<file path="config.mk">
export PLATFORM = sky130hd
export DESIGN_NAME = dir_home_ctrl
export DESIGN_NICKNAME = d
export VERILOG_FILES = /design/src/rtl/dir_pkg.sv /design/src/rtl/dir_pick_first.sv /design/src/rtl/dir_entry_table.sv /design/src/rtl/dir_data_mem.sv /design/src/rtl/dir_home_ctrl.sv
export SDC_FILE = /design/constraint.sdc
export NUM_CORES = 1
export LEC_CHECK = 0
export BUFFER_PORTS_ARGS = -buffer_cell sky130_fd_sc_hd__buf_4
export CORE_ASPECT_RATIO = 2
export CORE_MARGIN = 2
export CORE_UTILIZATION = 40
export CTS_BUF_LIST = sky130_fd_sc_hd__clkbuf_2
export DETAILED_ROUTE_END_ITERATION = 12
export MAX_ROUTING_LAYER = met4
export PLACE_DENSITY = 0.54
export SKIP_CTS_REPAIR_TIMING = 1
export SLEW_MARGIN = 5
export SYNTH_ARGS = -nofsm -noshare
export SYNTH_HDL_FRONTEND = slang
export SYNTH_SLANG_ARGS = --single-unit
</file>
<file path="constraint.sdc">
create_clock -name clk -period 4.35 [get_ports clk]
set_clock_uncertainty 0.1 [all_clocks]
set_input_delay 0.435 -clock clk [delete_from_list [all_inputs] [get_ports clk]]
set_output_delay 0.435 -clock clk [all_outputs]
set_load 0.005 [all_outputs]
</file>
<file path="src/rtl/dir_pkg.sv">
package dir_pkg;
   typedef enum logic [1:0] {
      DS_UNC = 2'd0,
      DS_SHR = 2'd1,
      DS_EXC = 2'd2
   } dstate_t;

   typedef enum logic [1:0] {
      MK_INV       = 2'd0,
      MK_FETCH     = 2'd1,
      MK_FETCH_INV = 2'd2,
      MK_REPLY     = 2'd3
   } mkind_t;

   typedef enum logic [2:0] {
      F_IDLE,
      F_INV,
      F_ACKW,
      F_FETCH,
      F_DATAW,
      F_REPLY
   } fsm_t;

   localparam logic RK_READ  = 1'b0;
   localparam logic RK_WRITE = 1'b1;
   localparam logic RSP_WB   = 1'b0;
   localparam logic RSP_ACK  = 1'b1;
endpackage

</file>
<file path="src/rtl/dir_pick_first.sv">
module dir_pick_first #(
   parameter int N   = 4,
   parameter int IDX = (N > 1) ? $clog2(N) : 1
) (
   input  logic [N-1:0]   mask,
   output logic [IDX-1:0] idx,
   output logic           any
);
   logic [N-1:0] hit;

   // hit[g] is set for the lowest set bit only
   for (genvar g = 0; g < N; g++) begin : g_hit
      if (g == 0) begin : g_first
         assign hit[g] = mask[g];
      end else begin : g_rest
         assign hit[g] = mask[g] && (mask[g-1:0] == '0);
      end
   end

   always_comb begin
      idx = '0;
      for (int i = 0; i < N; i++) begin
         if (hit[i]) idx = IDX'(i);
      end
   end

   assign any = |mask;
endmodule

</file>
<file path="src/rtl/dir_entry_table.sv">
module dir_entry_table #(
   parameter int N_PROC = 4,
   parameter int ADDR_W = 4,
   localparam int DEPTH = 1 << ADDR_W
) (
   input  logic              clk,
   input  logic              rst_n,
   input  logic [ADDR_W-1:0] rd_addr,
   output logic [1:0]        rd_state,
   output logic [N_PROC-1:0] rd_sharers,
   input  logic [ADDR_W-1:0] lk_addr,
   output logic [1:0]        lk_state,
   output logic [N_PROC-1:0] lk_sharers,
   input  logic              wr_en,
   input  logic [ADDR_W-1:0] wr_addr,
   input  logic [1:0]        wr_state,
   input  logic [N_PROC-1:0] wr_sharers
);
   logic [1:0]        st_q [DEPTH];
   logic [N_PROC-1:0] sh_q [DEPTH];

   for (genvar e = 0; e < DEPTH; e++) begin : g_entry
      always_ff @(posedge clk) begin
         if (!rst_n) begin
            st_q[e] <= dir_pkg::DS_UNC;
            sh_q[e] <= '0;
         end else if (wr_en && (wr_addr == ADDR_W'(e))) begin
            st_q[e] <= wr_state;
            sh_q[e] <= wr_sharers;
         end
      end
   end

   assign rd_state   = st_q[rd_addr];
   assign rd_sharers = sh_q[rd_addr];
   assign lk_state   = st_q[lk_addr];
   assign lk_sharers = sh_q[lk_addr];
endmodule

</file>
<file path="src/rtl/dir_data_mem.sv">
module dir_data_mem #(
   parameter int ADDR_W    = 4,
   parameter int DATA_W    = 8,
   parameter bit MEM_CLEAR = 1'b1,
   localparam int DEPTH    = 1 << ADDR_W
) (
   input  logic              clk,
   input  logic              rst_n,
   input  logic [ADDR_W-1:0] rd_addr,
   output logic [DATA_W-1:0] rd_data,
   input  logic [ADDR_W-1:0] lk_addr,
   output logic [DATA_W-1:0] lk_data,
   input  logic              wr_en,
   input  logic [ADDR_W-1:0] wr_addr,
   input  logic [DATA_W-1:0] wr_data
);
   logic [DATA_W-1:0] mem_q [DEPTH];

   if (MEM_CLEAR) begin : g_clear
      for (genvar w = 0; w < DEPTH; w++) begin : g_word
         always_ff @(posedge clk) begin
            if (!rst_n) mem_q[w] <= '0;
            else if (wr_en && (wr_addr == ADDR_W'(w))) mem_q[w] <= wr_data;
         end
      end
   end else begin : g_plain
      always_ff @(posedge clk) begin
         if (wr_en) mem_q[wr_addr] <= wr_data;
      end
   end

   assign rd_data = mem_q[rd_addr];
   assign lk_data = mem_q[lk_addr];
endmodule

</file>
<file path="src/rtl/dir_home_ctrl.sv">
module dir_home_ctrl #(
   parameter int N_PROC    = 4,
   parameter int ADDR_W    = 4,
   parameter int DATA_W    = 8,
   parameter bit MEM_CLEAR = 1'b1,
   localparam int PROC_W   = (N_PROC > 1) ? $clog2(N_PROC) : 1,
   localparam int CNT_W    = $clog2(N_PROC + 1)
) (
   input  logic              clk,
   input  logic              rst_n,
   input  logic              req_valid,
   output logic              req_ready,
   input  logic              req_kind,
   input  logic [PROC_W-1:0] req_proc,
   input  logic [ADDR_W-1:0] req_addr,
   input  logic              rsp_valid,
   output logic              rsp_ready,
   input  logic              rsp_kind,
   input  logic [PROC_W-1:0] rsp_proc,
   input  logic [ADDR_W-1:0] rsp_addr,
   input  logic [DATA_W-1:0] rsp_data,
   output logic              msg_valid,
   input  logic              msg_ready,
   output logic [1:0]        msg_kind,
   output logic [PROC_W-1:0] msg_dst,
   output logic [ADDR_W-1:0] msg_addr,
   output logic [DATA_W-1:0] msg_data,
   input  logic [ADDR_W-1:0] look_addr,
   output logic [1:0]        look_state,
   output logic [N_PROC-1:0] look_sharers,
   output logic [DATA_W-1:0] look_data
);
   import dir_pkg::*;

   if (N_PROC < 2) begin : g_bad_nproc
      $error("dir_home_ctrl: N_PROC must be at least 2");
   end
   if (ADDR_W < 1 || ADDR_W > 12) begin : g_bad_addr
      $error("dir_home_ctrl: ADDR_W must lie in 1..12");
   end
   if (DATA_W < 1) begin : g_bad_data
      $error("dir_home_ctrl: DATA_W must be positive");
   end

   function automatic logic [CNT_W-1:0] pop_cnt(input logic [N_PROC-1:0] v);
      logic [CNT_W-1:0] c;
      c = '0;
      for (int i = 0; i < N_PROC; i++) c = c + CNT_W'(v[i]);
      return c;
   endfunction

   fsm_t              st_q;
   logic              kind_q;
   logic [PROC_W-1:0] proc_q;
   logic [PROC_W-1:0] tgt_q;
   logic [ADDR_W-1:0] addr_q;
   logic [N_PROC-1:0] pend_q;
   logic [N_PROC-1:0] nsh_q;
   logic [1:0]        nst_q;
   logic [DATA_W-1:0] data_q;
   logic [CNT_W-1:0]  ack_left;

   logic [1:0]        ent_st;
   logic [N_PROC-1:0] ent_sh;
   logic [DATA_W-1:0] mem_rd;
   logic [N_PROC-1:0] req_bit;
   logic [N_PROC-1:0] targets;
   logic [PROC_W-1:0] owner;
   logic              owner_any;
   logic [PROC_W-1:0] inv_dst;
   logic              inv_any;
   logic [N_PROC-1:0] pend_nx;

   logic              idle;
   logic              req_fire;
   logic              rsp_fire;
   logic              msg_fire;
   logic              ack_hit;
   logic              wb_hit;

   logic              tbl_wr_en;
   logic [ADDR_W-1:0] tbl_wr_addr;
   logic [1:0]        wr_state;
   logic [N_PROC-1:0] wr_sharers;
   logic              mem_wr_en;
   logic [ADDR_W-1:0] mem_wr_addr;

   assign idle      = (st_q == F_IDLE);
   assign req_ready = idle && !rsp_valid;
   assign rsp_ready = idle || (st_q == F_INV) || (st_q == F_ACKW) || (st_q == F_DATAW);
   assign req_fire  = req_valid && req_ready;
   assign rsp_fire  = rsp_valid && rsp_ready;
   assign msg_fire  = msg_valid && msg_ready;

   assign req_bit = N_PROC'(1) << req_proc;
   assign targets = ent_sh & ~req_bit;

   assign ack_hit = rsp_fire && (rsp_kind == RSP_ACK) && (rsp_addr == addr_q)
                    && ((st_q == F_INV) || (st_q == F_ACKW)) && (ack_left != '0);
   assign wb_hit  = rsp_fire && (rsp_kind == RSP_WB) && (st_q == F_DATAW)
                    && (rsp_addr == addr_q) && (rsp_proc == tgt_q);

   dir_entry_table #(
      .N_PROC (N_PROC),
      .ADDR_W (ADDR_W)
   ) i_table (
      .clk        (clk),
      .rst_n      (rst_n),
      .rd_addr    (req_addr),
      .rd_state   (ent_st),
      .rd_sharers (ent_sh),
      .lk_addr    (look_addr),
      .lk_state   (look_state),
      .lk_sharers (look_sharers),
      .wr_en      (tbl_wr_en),
      .wr_addr    (tbl_wr_addr),
      .wr_state   (wr_state),
      .wr_sharers (wr_sharers)
   );

   dir_data_mem #(
      .ADDR_W    (ADDR_W),
      .DATA_W    (DATA_W),
      .MEM_CLEAR (MEM_CLEAR)
   ) i_mem (
      .clk     (clk),
      .rst_n   (rst_n),
      .rd_addr (req_addr),
      .rd_data (mem_rd),
      .lk_addr (look_addr),
      .lk_data (look_data),
      .wr_en   (mem_wr_en),
      .wr_addr (mem_wr_addr),
      .wr_data (rsp_data)
   );

   dir_pick_first #(.N(N_PROC), .IDX(PROC_W)) i_pick_owner (
      .mask (ent_sh),
      .idx  (owner),
      .any  (owner_any)
   );

   dir_pick_first #(.N(N_PROC), .IDX(PROC_W)) i_pick_inv (
      .mask (pend_q),
      .idx  (inv_dst),
      .any  (inv_any)
   );

   assign pend_nx = pend_q & ~(N_PROC'(1) << inv_dst);

   // directory write: idle write-back or commit at reply handshake
   assign tbl_wr_en   = (idle && rsp_fire && (rsp_kind == RSP_WB))
                        || ((st_q == F_REPLY) && msg_fire);
   assign tbl_wr_addr = idle ? rsp_addr : addr_q;
   assign wr_state    = idle ? DS_UNC : nst_q;
   assign wr_sharers  = idle ? '0 : nsh_q;

   assign mem_wr_en   = (idle && rsp_fire && (rsp_kind == RSP_WB)) || wb_hit;
   assign mem_wr_addr = idle ? rsp_addr : addr_q;

   always_comb begin
      msg_valid = 1'b0;
      msg_kind  = MK_INV;
      msg_dst   = '0;
      msg_addr  = addr_q;
      msg_data  = '0;
      case (st_q)
         F_INV: begin
            msg_valid = inv_any;
            msg_kind  = MK_INV;
            msg_dst   = inv_dst;
         end
         F_FETCH: begin
            msg_valid = 1'b1;
            msg_kind  = (kind_q == RK_WRITE) ? MK_FETCH_INV : MK_FETCH;
            msg_dst   = tgt_q;
         end
         F_REPLY: begin
            msg_valid = 1'b1;
            msg_kind  = MK_REPLY;
            msg_dst   = proc_q;
            msg_data  = data_q;
         end
         default: ;
      endcase
   end

   always_ff @(posedge clk) begin
      if (!rst_n) begin
         st_q   <= F_IDLE;
         kind_q <= RK_READ;
         proc_q <= '0;
         tgt_q  <= '0;
         addr_q <= '0;
         pend_q <= '0;
         nsh_q  <= '0;
         nst_q  <= DS_UNC;
         data_q <= '0;
      end else begin
         case (st_q)
            F_IDLE: begin
               if (req_fire) begin
                  kind_q <= req_kind;
                  proc_q <= req_proc;
                  addr_q <= req_addr;
                  data_q <= mem_rd;
                  if (ent_st == DS_EXC) begin
                     tgt_q <= owner;
                     st_q  <= F_FETCH;
                     if (req_kind == RK_WRITE) begin
                        nst_q <= DS_EXC;
                        nsh_q <= req_bit;
                     end else begin
                        nst_q <= DS_SHR;
                        nsh_q <= ent_sh | req_bit;
                     end
                  end else if (req_kind == RK_WRITE) begin
                     nst_q <= DS_EXC;
                     nsh_q <= req_bit;
                     if ((ent_st == DS_SHR) && (targets != '0)) begin
                        pend_q <= targets;
                        st_q   <= F_INV;
                     end else begin
                        st_q <= F_REPLY;
                     end
                  end else begin
                     nst_q <= DS_SHR;
                     nsh_q <= ((ent_st == DS_SHR) ? ent_sh : '0) | req_bit;
                     st_q  <= F_REPLY;
                  end
               end
            end
            F_INV: begin
               if (msg_fire) begin
                  pend_q <= pend_nx;
                  if (pend_nx == '0) st_q <= F_ACKW;
               end
            end
            F_ACKW: begin
               if (ack_left == '0) st_q <= F_REPLY;
            end
            F_FETCH: begin
               if (msg_fire) st_q <= F_DATAW;
            end
            F_DATAW: begin
               if (wb_hit) begin
                  data_q <= rsp_data;
                  st_q   <= F_REPLY;
               end
            end
            F_REPLY: begin
               if (msg_fire) st_q <= F_IDLE;
            end
            default: st_q <= F_IDLE;
         endcase
      end
   end

   // acknowledgement counter, loaded when invalidations are launched
   always_ff @(posedge clk) begin
      if (!rst_n) begin
         ack_left <= '0;
      end else if (req_fire && (req_kind == RK_WRITE) && (ent_st == DS_SHR)) begin
         ack_left <= pop_cnt(targets);
      end else if (ack_hit) begin
         ack_left <= ack_left - CNT_W'(1);
      end
   end

   logic unused_ok;
   assign unused_ok = owner_any;
endmodule

</file>
After elaboration in Yosys (flattened, before gate mapping)
Memory sizes are Yosys's and may differ from the RTL's.
Index checks and enable logic that the tools add are counted.
{"block": "op_classes", "bitwise": 57, "n_addsub": 4, "mux": 186, "n_eq_ne": 34, "reduce_logical": 83, "n_shift": 2}
{"cell": "$mux W8", "count": 19}
{"cell": "$mux W4", "count": 27}
{"cell": "$mux W1", "count": 99}
{"cell": "$logic_and A1 B1 Y1", "count": 56}
{"cell": "$or A1 B1 Y1", "count": 48}
{"cell": "$mux W2", "count": 23}
{"cell": "$mux W3", "count": 12}
{"cell": "$eq A4 B4 Y1 const B", "count": 8}
{"cell": "$pmux W3 S6", "count": 1}
{"cell": "$eq A4 B3 Y1 const B", "count": 4}
{"cell": "$pmux W8 S2", "count": 1}
{"cell": "$logic_not A3 Y1", "count": 4}
{"cell": "$ne A2 B2 Y1 const B", "count": 6}
{"cell": "$and A4 B4 Y4", "count": 2}
{"cell": "$eq A4 B2 Y1 const B", "count": 2}
{"cell": "$logic_not A4 Y1", "count": 2}
{"cell": "$ne A2 B1 Y1 const B", "count": 4}
{"cell": "$not A4 Y4", "count": 2}
{"cell": "$or A4 B4 Y4", "count": 2}
{"cell": "$pmux W4 S2", "count": 1}
{"cell": "$shl A1 B2 Y4 const A", "count": 2}
{"cell": "$reduce_and A7 Y1", "count": 1}
{"cell": "$eq A3 B2 Y1 const B", "count": 2}
{"cell": "$eq A3 B3 Y1 const B", "count": 2}
{"cell": "25 further kinds", "count": 36}
{"block": "word_totals", "ramBits": 224, "output_inout_bits": 33, "memories": 3, "input_bits": 31, "register_bits": 33}
{"name": "i_mem.mem_q", "depth": 16, "width": 8, "rd": 2, "rd_clocked_by_memory_dff": 0, "write_ports": 16, "line": "dir_data_mem.sv:17", "source": "logic [DATA_W-1:0] mem_q [DEPTH];"}
{"name": "i_table.sh_q", "depth": 16, "width": 4, "rd": 2, "rd_clocked_by_memory_dff": 0, "write_ports": 16, "line": "dir_entry_table.sv:20", "source": "logic [N_PROC-1:0] sh_q [DEPTH];"}
{"name": "i_table.st_q", "depth": 16, "width": 2, "rd": 2, "rd_clocked_by_memory_dff": 0, "write_ports": 16, "line": "dir_entry_table.sv:19", "source": "logic [1:0] st_q [DEPTH];"}

Depth between registers and ports, before layout
{"block": "logic_depth", "depth_word": 15, "mapped_depth": 13}

By module
A second synthesis with hierarchy kept.
{"block": "unflattened", "hier_cells": 1108, "hier_area_um2": 14622.8}
{"module": "dir_data_mem", "n_inst": 1, "area_per_inst_um2": 6960.4, "cells_each": 451, "seq_area_each_um2": 3843.7}
{"module": "dir_entry_table", "n_inst": 1, "area_per_inst_um2": 5305.1, "cells_each": 351, "seq_area_each_um2": 2882.8}
{"module": "dir_home_ctrl", "n_inst": 1, "area_per_inst_um2": 2287.2, "cells_each": 292, "seq_area_each_um2": 640.6}
{"module": "dir_pick_first", "n_inst": 2, "area_per_inst_um2": 35.0, "cells_each": 7, "seq_area_each_um2": 0.0}

Worst setup path before layout
OpenSTA, ideal clock, no wires.
{"block": "synth_timing", "path_kind": "input to register", "start": "input port req_addr[0]", "end": "register ack_left[1]", "t_required_ns": 4.118, "n_path_buf": 3, "arrival_time_ns": 3.239, "path_slack_ns": 0.878, "stages": 12, "cell_sequence": "buf_6 -> buf_2 -> buf_4 -> mux4_2 -> mux4_2 -> inv_2 -> nor2_1 -> fa_1 -> ha_1 -> ha_1 -> nand3_1 -> a21oi_1"}
{"block": "synth_between", "elab_chain_len": 6}
{"item": "start, declared", "line": "dir_home_ctrl.sv:15", "source": "input logic [ADDR_W-1:0] req_addr,"}
{"item": "$mem_v2 Z16 W4"}
{"item": "$and A4 B4 Y4", "line": "dir_home_ctrl.sv:96", "source": "assign targets = ent_sh & ~req_bit;"}
{"item": "$add A1 B1 Y2", "line": "dir_home_ctrl.sv:48", "source": "for (int i = 0; i < N_PROC; i++) c = c + CNT_W'(v[i]);"}
{"item": "$add A2 B1 Y3", "line": "dir_home_ctrl.sv:48"}
{"item": "$add A3 B1 Y3", "line": "dir_home_ctrl.sv:48"}
{"item": "$mux W3", "line": "dir_home_ctrl.sv:263", "source": "end else if (req_fire && (req_kind == RK_WRITE) && (ent_st == DS_SHR)) begin"}
{"item": "end signal, assigned", "line": "dir_home_ctrl.sv:264", "source": "ack_left <= pop_cnt(targets);"}
{"item": "end signal, assigned", "line": "dir_home_ctrl.sv:266", "source": "ack_left <= ack_left - CNT_W'(1);"}
{"item": "end, declared", "line": "dir_home_ctrl.sv:61", "source": "logic [CNT_W-1:0] ack_left;"}
Several ways; a longest one is shown, not always the timed one.
A chain may end at the register's enable or synchronous reset.

==> results.toml <==
[hold_path]
min_path_cells = 5
min_to = "ack_left[2]$_SDFFE_PN0P_"
hold_path.class = "in -> reg"
hold_path.startpoint = "rsp_valid"

[critical_path]
r2r_slack_ps = 830
crit_path_end_kind = "flop"
reg2reg_to = "i_mem.mem_q[8][7]$_SDFFCE_PN0P_"
arrival_ps = 3950
crit-reg2reg-launch = "st_q[0]$_SDFFE_PN0P_"
path_class = "reg -> reg"
cp_max_fo = 21
cp.required_ps = 4780
worstRegToRegCells = 6
start_kind = "flop"

[die]
die_area_um2 = 36310
top_level_ports = 64
start_util_pct = 40.56
coreArea_um2 = 34230
dieHeight_um = 267.5
die_w_um = 135.7
floorplan.rows = 96

[synthesis]
yosysWarnings = 0
syn_nets = 1067
yosysUniqueCellTypes = 61
avgSynthCellArea_um2 = 13.48
synth_top_cell_area_share_pct = 48.45
yosys-top-cells-count = "edfxtp_1 (224), mux4_2 (137), nor2_1 (135)"
synth_edf_count = 224
yosysMostFrequentCell = "edfxtp_1"
synth-async-reset-ratio_pct = 0
synth_area_um2 = 13880
ys_top_cells_by_area = "edfxtp_1 (48%), mux4_2 (22%), and2_1 (5.9%)"
ys_ff_latch = 256
syn-instance-count = 1030
synth_flop_cell = "edfxtp_1"
yosysTopAreaCell = "edfxtp_1"
yosysSeqAreaShare_pct = 53.06

[outcome]
status = "complete, no violations"

[sta]
worst_hold_slack_ps = 20.25
fin_setup_tns_ps = 0
min_period_over_period_pct = 80.88
hold_violations = 0
maxSlewHeadroom_pct = 25.48
rsz0062_at_grt = "no"
tightest_slew_ps = 1110
slew_violations = 0
setup_viol = 0
fmaxAchievable_mhz = 284.2
min_period_ps = 3518

[power]
powerDensity_nw_per_um2 = 388.2
ir_worst_vdd_mv = 0.1604
power_uw = 6050
leakage_uw = 0.005487

[cells_and_area]
fin_nets = 1174
syn2layout_area_growth_pct = 12.26
instances_no_fill = 1624
fin_area_um2 = 15580
drive_gt1_share_pct = 28.00

[clock_tree]
numCtsBuffers = 58
cts_root_buffer = "clkbuf_2"
clk_pin_slew_ps = 120
clk_path_buf_depth = 3
clock-sinks = 256
cts_tree = "yes"
worstSkewPairLatency_ps = 970
cts_max_level = 2

[detailed_routing]
post_drt_wl_per_cell_um = 27.43
drt_iter0_drc = 682
drc = 0
routed_wl_mm = 44.55
first_pass_iters = 8
routed-via-count = 9448
routed_via_density = 5.818
ant_nets = 0

[global_route]
antenna_found_initial = 1
grt_max_degree = 57
grt_pass1_vias = 9834
grt_overflow = 0
grt_usage_pct = 25.83
grt_pass1_wl_mm = 64.28

[place]
dp_cells = 1502
io_buffer_count = 63
gp_congestion = 0.8949
dp_hpwl_mm = 32.07
place_area_um2 = 14920

[job]
cap_violations = 0
==> cell usage in the layout, fill, tap and decap left out, drive strengths merged, types with 3 or more instances in the layout <==
master       synthesis  routed
edfxtp             224     224
mux4               137     137
nor2               136     136
and2               130     130
buf                 16     101
clkbuf              54      79
nand2               62      62
o21ai               47      47
dfxtp               32      32
nand3               25      25
clkinv               0      25
a21oi               20      20
inv                 17      18
dlygate4sd3          0      16
mux2i               15      15
and3                 9       9
a211oi               9       9
xnor2                8       8
nand3b               8       8
nand2b               7       7
or3                  7       7
nor3                 5       5
nor2b                5       5
o31ai                5       5
ha                   5       5
o211ai               4       4
o21a                 3       3
a221oi               3       3
nand4                3       3
o311ai               3       3
or2                  3       3
==> logic make-up after synthesis <==
logic type,synth area share [%]
multiplexers,23.39
adder cells (fa/ha/maj),0.7390
XOR/XNOR,0.5678
AO/OA/AOI/OAI,5.038
buffers and inverters,2.532
flip-flops,53.06
AND/OR/NAND/NOR,14.67
==> worst max path at each step <==
| stage | start | endpoint | slack [ps] | depth (start not counted) |
|---|---|---|---|---|
| 3_3_place_gp | req_addr[1] | pend_q[1]$_SDFFE_PN0P_ | 780 | 11 |
| 5_1_grt | st_q[2]$_SDFFE_PN0P_ | msg_dst[1] | 630 | 5 |
| 2_1_floorplan | req_addr[0] | ack_left[1]$_SDFFE_PN0P_ | 880 | 12 |
| 4_1_cts | st_q[2]$_SDFFE_PN0P_ | msg_dst[1] | 860 | 5 |
| 3_5_place_dp | req_addr[1] | pend_q[1]$_SDFFE_PN0P_ | 730 | 11 |
| 6_report | st_q[0]$_SDFFE_PN0P_ | i_mem.mem_q[8][7]$_SDFFCE_PN0P_ | 830 | 6 |
==> worst max-delay path, stage by stage, from the launching register on <==
cell and delay, ps:
dfxtp_1 550, or3_1 760, or3_1 410, o31ai_1 90
buf_4 240, nand2_1 110, o21ai_1 860
==> cell type report <==
class	count	area, um^2
clock buffers	79	395.4
clock inverters	26	103.9
repair buffers	117	930.9
flip-flops and latches	256	7367
diodes	1	2.502
inverters	17	63.81
well taps	441	551.8
fillers	3195	18650
multi-input cells	687	6170
==> state kept, by name, indices dropped and copies added (netlist names) <==
register	count
ack_left	3
data_q	8
i_mem.mem_q	128
i_table.sh_q	64
i_table.st_q	32
kind_q	1
msg_addr	4
nsh_q	4
nst_q	1
pend_q	4
proc_q	2
st_q	3
tgt_q	2
==> through the flow <==
| stage | setup slack [ps] | utilization, % |
|---|---|---|
| 3_5_place_dp | 731.1 | 43.59 |
| 2_1_floorplan | 878.4 | - |
| 6_report | 831.9 | 45.53 |
| 3_3_place_gp | 778.3 | 43.59 |
| 4_1_cts | 861.4 | 45.05 |
| 5_1_grt | 626.3 | 45.53 |
==> report_power, final <==
group | total, uW | leakage, uW | switching [uW] | internal, uW
Sequential | 2990 | 0.00258 | 151 | 2840
Combinational | 1530 | 0.00253 | 948 | 586
Clock | 1520 | 0.000383 | 1020 | 499
==> layer usage <==
metal / GRT usage [%] / routed length, um / vias up
li1: - / - / 4186
met1: 24.64 / 14340 / 4819
met2: 48.65 / 25590 / 320
met3: 2.953 / 1604 / 123
met4: 15.46 / 3014 / 0
met5: - / 0 / -
(Power assumes the default switching activity.)
